`config.mk`:
```
export PLATFORM = sky130hd
export DESIGN_NAME = prio_irq_ctrl
export DESIGN_NICKNAME = d
export VERILOG_FILES = /design/src/rtl/prio_irq_pkg.sv /design/src/rtl/prio_irq_src.sv /design/src/rtl/prio_irq_arb.sv /design/src/rtl/prio_irq_ctrl.sv
export SDC_FILE = /design/constraint.sdc
export NUM_CORES = 1
export LEC_CHECK = 0
export BUFFER_PORTS_ARGS = -buffer_cell sky130_fd_sc_hd__buf_2
export CORE_ASPECT_RATIO = 0.8
export CORE_UTILIZATION = 35
export DETAILED_ROUTE_END_ITERATION = 8
export GPL_ROUTABILITY_DRIVEN = 0
export SYNTH_ARGS = -nofsm -noshare
export SYNTH_HDL_FRONTEND = slang
export SYNTH_SLANG_ARGS = --single-unit
export TNS_END_PERCENT = 10
```
`constraint.sdc`:
```
create_clock -name clk -period 20.1 [get_ports clk]
set_input_delay 1.005 -clock clk [delete_from_list [all_inputs] [get_ports clk]]
set_output_delay 1.005 -clock clk [all_outputs]
set_load 0.05 [all_outputs]
```
`src/rtl/prio_irq_pkg.sv`:
```
package prio_irq_pkg;
  typedef enum logic {
    SEL_REQ = 1'b0,
    SEL_LVL = 1'b1
  } sw_sel_e;
endpackage

```
`src/rtl/prio_irq_src.sv`:
```
module prio_irq_src #(
  parameter int LVLW = 3
) (
  input  logic            clk,
  input  logic            rst_n,
  input  logic            pulse,
  input  logic            ack_hit,
  input  logic            clr_hit,
  input  logic            lvl_we,
  input  logic [LVLW-1:0] lvl_wdata,
  output logic            req_q,
  output logic [LVLW-1:0] lvl_q
);
  // a new pulse outranks any clear on the same edge
  logic req_d;
  assign req_d = (req_q & ~ack_hit & ~clr_hit) | pulse;

  always_ff @(posedge clk) begin
    if (!rst_n) begin
      req_q <= 1'b0;
      lvl_q <= '0;
    end else begin
      req_q <= req_d;
      if (lvl_we) lvl_q <= lvl_wdata;
    end
  end
endmodule

```
`src/rtl/prio_irq_arb.sv`:
```
module prio_irq_arb #(
  parameter int NSRC = 8,
  parameter int LVLW = 3,
  localparam int IDXW = $clog2(NSRC)
) (
  input  logic [NSRC-1:0]           req,
  input  logic [NSRC-1:0][LVLW-1:0] lvl,
  input  logic                      glb_en,
  input  logic [LVLW-1:0]           cur_lvl,
  output logic                      pend,
  output logic [IDXW-1:0]           win_idx,
  output logic [LVLW-1:0]           win_lvl
);
  always_comb begin
    pend    = 1'b0;
    win_idx = '0;
    win_lvl = '0;
    for (int i = 0; i < NSRC; i++) begin
      // strict compare keeps the lowest index on ties
      if (glb_en && req[i] && (lvl[i] > cur_lvl) && (!pend || lvl[i] > win_lvl)) begin
        pend    = 1'b1;
        win_idx = IDXW'(i);
        win_lvl = lvl[i];
      end
    end
  end
endmodule

```
`src/rtl/prio_irq_ctrl.sv`:
```
module prio_irq_ctrl #(
  parameter int NSRC = 8,
  parameter int LVLW = 3,
  localparam int IDXW = $clog2(NSRC)
) (
  input  logic            clk,
  input  logic            rst_n,
  input  logic [NSRC-1:0] req_pulse,
  input  logic            ack,
  input  logic            glb_en,
  input  logic [LVLW-1:0] cur_lvl,
  input  logic            sw_we,
  input  logic            sw_sel,
  input  logic [IDXW-1:0] sw_idx,
  input  logic [LVLW-1:0] sw_wdata,
  input  logic [IDXW-1:0] rd_idx,
  output logic            rd_req,
  output logic [LVLW-1:0] rd_lvl,
  output logic            irq_pend,
  output logic [IDXW-1:0] win_idx,
  output logic [LVLW-1:0] win_lvl
);
  import prio_irq_pkg::*;

  logic [NSRC-1:0]           req_q;
  logic [NSRC-1:0][LVLW-1:0] lvl_q;
  sw_sel_e                   sel;

  assign sel = sw_sel_e'(sw_sel);

  for (genvar g = 0; g < NSRC; g++) begin : g_src
    logic hit_sw, hit_ack, hit_lvl;
    assign hit_ack = ack && irq_pend && (win_idx == IDXW'(g));
    assign hit_sw  = sw_we && (sel == SEL_REQ) && (sw_idx == IDXW'(g)) && !sw_wdata[0];
    assign hit_lvl = sw_we && (sel == SEL_LVL) && (sw_idx == IDXW'(g));

    prio_irq_src #(.LVLW(LVLW)) u_src (
      .clk       (clk),
      .rst_n     (rst_n),
      .pulse     (req_pulse[g]),
      .ack_hit   (hit_ack),
      .clr_hit   (hit_sw),
      .lvl_we    (hit_lvl),
      .lvl_wdata (sw_wdata),
      .req_q     (req_q[g]),
      .lvl_q     (lvl_q[g])
    );
  end

  prio_irq_arb #(.NSRC(NSRC), .LVLW(LVLW)) u_arb (
    .req     (req_q),
    .lvl     (lvl_q),
    .glb_en  (glb_en),
    .cur_lvl (cur_lvl),
    .pend    (irq_pend),
    .win_idx (win_idx),
    .win_lvl (win_lvl)
  );

  assign rd_req = req_q[rd_idx];
  assign rd_lvl = lvl_q[rd_idx];
endmodule

```
==> results of run 1 <==
==> per-stage QoR <==
step           hold WS (ps)  utilization  area (um2)
2_1_floorplan           467            -        3170
3_3_place_gp            482        0.395        3410
3_5_place_dp            494        0.395        3410
4_1_cts                 501        0.412        3550
5_1_grt                 544        0.412        3550
6_report                504        0.412        3550
==> sequential cells by signal, indices dropped and copies added, names as in the netlist <==
register and cells:
g_src.u_src.req_q 8, g_src.u_src.lvl_q 24
==> tightest hold or removal path: stages (launching register included) <==
cell and delay (ps):
dfxtp_1 320, o21ai_0 60, a21boi_0 70
==> worst max-delay path by stage <==
stage                     startpoint         end  slack (ps)  depth (start not counted)
after floorplan           cur_lvl[1]  win_lvl[1]        7510                         56
after global placement    cur_lvl[1]  win_lvl[1]        6540                         58
after detailed placement  cur_lvl[1]  win_lvl[1]        6250                         58
after CTS                 cur_lvl[1]  win_lvl[0]        6210                         58
after global routing      cur_lvl[1]  win_lvl[0]        5280                         58
final                     cur_lvl[1]  win_lvl[0]        6060                         58
==> power breakdown <==
part           internal [uW]  switching [uW]  leakage (uW)  total, uW
Sequential              65.3            2.88      0.000261       68.2
Combinational           14.3            22.4       0.00111       36.8
Clock                   49.3            26.1     0.0000712       75.4
Total                    129            51.4       0.00144        180
==> area by class of cell <==
type,instances,area share
Multi-Input combinational cell,312,0.671
Clock buffer,8,0.0412
Sequential cell,32,0.180
Tap cell,112,0.0394
Timing Repair Buffer,36,0.0507
Inverter,17,0.0180
==> cell families (layout without fill, tap and decap cells) <==
group / count (synthesis) / in the layout
buffers and inverters: 34 / 61
AND/OR/NAND/NOR: 117 / 117
adder cells (fa/ha/maj): 45 / 45
AO/OA/AOI/OAI: 132 / 132
multiplexers: 18 / 18
flip-flops: 32 / 32
==> routing by layer <==
metal / part of all wire / wire length (um) / GRT usage / up-vias
li1: - / - / - / 1468
met4: 0.0098 / 93 / 0.0553 / 0
met5: 0 / 0 / 0 / -
met3: 0.068 / 643 / 0.0352 / 10
met2: 0.42 / 3970 / 0.299 / 101
met1: 0.50 / 4770 / 0.316 / 1462
==> synthesized netlist by cell type (3+ instances only) <==
master    instances
a221oi_1          3
a21boi_0         20
a311o_1           3
inv_1            17
nor3_1            4
o31ai_1           3
o22ai_1           4
mux2_2            4
a21oi_1           9
dfxtp_1          32
nand2b_1          3
nor2_1           19
or2_2             5
mux4_2            8
o21ai_0          36
ha_1             45
nand3_1          19
nand2_1          29
a22oi_1           3
mux2i_1           6
a21o_1            3
and2_1            3
clkbuf_1         15
nor2b_1          23
o21a_1           18
a22o_1            3
a31oi_1          10
or3_1             6
==> flow_summary.yaml, run 1 <==
run_status:
  status: "complete, no violations"
final_layout:
  final_cell_mix: "ha_1, o21ai_0, buf_2, dfxtp_1, nand2_1"
  nNetsFinal: 475
  syn_to_final_growth_pct: 12.2
  register_area_um2: 641
  n_antenna_cell: 0
  fillerInstances: 906
  multiInputGateArea_mm2: 0.00238
  layout-drive-gt1-share: 0.170
  finalNonFillerCells: 517
  layout_commonest_cell: "ha_1"
pwr:
  ir_drop_uv: 41.2
  p_leak_uw: 0.00144
  p_per_area_mw_per_mm2: 50.8
  power.total_uw: 180
die:
  die_x_um: 108
  row_count: 30
  initial_core_util: 0.367
  ios: 37
  core_mm2: 0.00863
  die-height_um: 87.1
  die_area_mm2: 0.00944
logic_synthesis:
  synth_simple_gate_area_share: 0.193
  synth_warnings: 0
  seq_area_frac_synth: 0.202
  synth_ff_type: "dfxtp_1"
  synth-xor-area-share: 0
  ys_top_cells_by_area: "dfxtp_1, ha_1, o21ai_0"
  synth_edf_count: 0
  ys_ff_latch: 32
  synth_cells: 378
  synth_nets: 449
  synth_top_area_share: 0.202
  syn_avg_cell_area_um2: 8.38
  synth_compound_area_frac: 0.292
  synth_largest_area_cell: "dfxtp_1"
  synth_top_family_by_area: "compound AO/OA/AOI/OAI gates"
  synth_cell_types: 48
  synth_area_mm2: 0.00317
  synthMuxAreaShare: 0.0901
  synthAdderAreaFrac: 0.178
  ys_async_sr_fraction: 0
sta:
  min_period_ps: 14040
  tns_ps: 0
  max-slew-margin-rel: 0.582
  skew_ps: 3.61
  fmaxAchievable_mhz: 71.2
  slew_violations: 0
  period_share: 0.698
  final-setup-viol-count: 0
  hold_violations: 0
  tightest_slew_ps: 623
  setup_ws_ps: 6060
  rsz0062_at_grt: "false"
clocking:
  postCtsSetupBuffers: 0
  ctsHoldBuffers: 0
  cts_tree: "done"
  path_clk_slew_ps: 50
  clockBufferDepth: 2
  numCtsBuffers: 5
  cts.sinks: 32
  insertion_delay_ps: 270
  htree_levels: 2
  cts_resized: 0
  cts_root_buffer: "clkbuf_16"
worst_setup_path:
  cp_max_fo: 11
  timing.rr.start: "g_src[0].u_src.lvl_q[0]"
  reg2reg_to: "g_src[0].u_src.req_q"
  cp_slowest_cell: "or3_1"
  required_ps: 19090
  reg2reg_slack_ps: 7810
  reg2regPathDepth: 56
  crit_type: "primary input to output pin"
  path_buf_inv: 3
  path_delay_family: "compound AO/OA/AOI/OAI gates"
  critPathLaunchType: "primary input"
  cp_slowest_stage_delay_ps: 430
  arrival_ps: 13030
  crit_path_end_kind: "output pin"
detailed_routing:
  drcViolationCount: 0
  ant_nets: 0
  drtPass1Iterations: 5
  routed_wl_um: 9470
  num_vias: 3041
  wl_per_cell_um: 18.3
  vias_per_cell: 5.88
  drt-initial-drc-count: 195
global_routing:
  grt_start_max_net_pins: 33
  grt_pass1_vias: 2751
  antenna_found_initial: 0
  grt_first_pass_wirelength_um: 14900
  grt_overflow: 0
  grt.total_usage: 0.208
placement:
  dp_cells: 509
  dp_hpwl_um: 7550
  dp_slack_ps: 6250
  port_buffers: 36
job:
  max_cap_violations: 0
min_path:
  min_path_type: "register to register"
  min_to: "g_src[2].u_src.lvl_q[0]"
  hp-start: "g_src[2].u_src.lvl_q[0]"
  hold_depth: 2
(Power assumes the default switching activity.)
==> inputs of run 2 (changes only) <==
- clock period: 20.1 -> 13.58 ns (I/O delays scaled with it)
==> run 2 against run 1 <==
- clock power increased by 37%
- utilization increased by 0.13 points
- sequential cell count unchanged
- critical path depth unchanged
- first-iteration DRC count increased by 6.7%
- count of clock-buffer cells in the layout decreased by 2
- global-route usage about the same
- die area unchanged
- combinational power increased by 51%
- via count decreased by 0.95%
- highest routed layer unchanged
==> flow_summary.yaml, run 2 (synthesized netlist as in run 1, its figures left out) <==
die:
  die_area_mm2: 0.00944
  die_x_um: 108
  initial_core_util: 0.367
  core_mm2: 0.00863
  die-height_um: 87.1
  row_count: 30
  ios: 37
detailed_routing:
  drt-initial-drc-count: 208
  vias_per_cell: 5.81
  drcViolationCount: 0
  ant_nets: 0
  num_vias: 3012
  wl_per_cell_um: 18.2
  drtPass1Iterations: 5
  routed_wl_um: 9420
clocking:
  cts.sinks: 32
  ctsHoldBuffers: 0
  htree_levels: 2
  numCtsBuffers: 5
  path_clk_slew_ps: 50
  cts_tree: "done"
  insertion_delay_ps: 270
  cts_root_buffer: "clkbuf_16"
  clockBufferDepth: 2
sta:
  period_share: 0.937
  rsz0062_at_grt: "false"
  slew_violations: 0
  fmaxAchievable_mhz: 78.6
  skew_ps: 2.34
  tns_ps: 0
  final-setup-viol-count: 0
  tightest_slew_ps: 622
  min_period_ps: 12720
  hold_violations: 0
  max-slew-margin-rel: 0.582
worst_setup_path:
  cp_max_fo: 11
  path_buf_inv: 4
  cp_slowest_stage_delay_ps: 410
  critPathLaunchType: "primary input"
  reg2reg_slack_ps: 1780
  cp_slowest_cell: "or3_1"
  crit_path_end_kind: "output pin"
  required_ps: 12900
  arrival_ps: 12050
  crit_type: "primary input to output pin"
  path_delay_family: "compound AO/OA/AOI/OAI gates"
global_routing:
  grt_start_max_net_pins: 33
  grt.total_usage: 0.208
  grt_pass1_vias: 2748
  antenna_found_initial: 0
  grt_overflow: 0
  grt_first_pass_wirelength_um: 14900
final_layout:
  finish.utilization: 0.413
  fillerInstances: 895
  layout-drive-gt1-share: 0.182
  largest_reg_flops: 24
  nNetsFinal: 477
  reg_top3: "g_src.u_src.lvl_q x24, g_src.u_src.req_q x8"
  layout_commonest_cell: "ha_1"
  register_area_um2: 641
  multiInputGateArea_mm2: 0.00239
  final_cell_mix: "ha_1, buf_2, o21ai_0, dfxtp_1, nand2_1"
  max_flop_register: "g_src.u_src.lvl_q"
  n_antenna_cell: 0
  syn_to_final_growth_pct: 12.6
  design_area_mm2: 0.00357
job:
  max_cap_violations: 0
run_status:
  status: "complete, no violations"
placement:
  place_area_mm2: 0.00342
  port_buffers: 36
  dp_hpwl_um: 7510
min_path:
  min_path_type: "register to register"
pwr:
  p_per_area_mw_per_mm2: 72.6
  power.total_uw: 259
  ir_drop_uv: 69.5
  p_leak_uw: 0.00144
==> run 2: metrics by stage <==
stage | cells | hold WS [ps] | worst slack (ps)
after floorplan | 378 | 467 | 1640
after global placement | 510 | 497 | 773
after detailed placement | 510 | 499 | 436
after CTS | 517 | 513 | 418
after global routing | 518 | 551 | 45.2
final | 518 | 510 | 855
==> run 2: timing repair <==
item / in CTS / in global routing
buffers inserted: 0 / 1
setup endpoints to repair: 0 / 6
gates resized for setup: 0 / 5
==> run 2: cell type report <==
cell class,instances,share of cell area
Timing Repair Buffer,38,0.0547
Multi-Input combinational cell,312,0.670
Inverter,17,0.0189
Clock inverter,1,0.00140
Tap cell,112,0.0393
Clock buffer,6,0.0361
Sequential cell,32,0.180
==> run 2: path summary, 6_finish.rpt <==
path	startpoint	to	cells past startpoint
worst max-delay path	cur_lvl[2]	win_idx[1]	58
worst min-delay path	g_src[2].u_src.lvl_q[0]	g_src[2].u_src.lvl_q[0]	2
worst min register to register	g_src[2].u_src.lvl_q[0]	g_src[2].u_src.lvl_q[0]	2
worst max register to register	g_src[0].u_src.lvl_q[1]	g_src[0].u_src.req_q	55
==> run 2: power breakdown <==
group	leakage (uW)	internal, uW	switching (uW)	total (uW)
clock	0.0000667	66.3	36.5	103
combinational	0.00111	21.6	33.8	55.4
sequential	0.000261	96.8	3.94	101
==> run 2: routing by layer <==
layer  GRT usage  vias up  wire, um
li1            -     1466         -
met1       0.325     1439      4780
met2       0.307      100      3960
met3      0.0180        7       616
met4      0.0405        0        58
met5           0        -         0
==> run 2: worst min-delay path, stage by stage (launching register included) <==
cell and delay (ps):
dfxtp_1 320, o21ai_0 70, a21boi_0 70
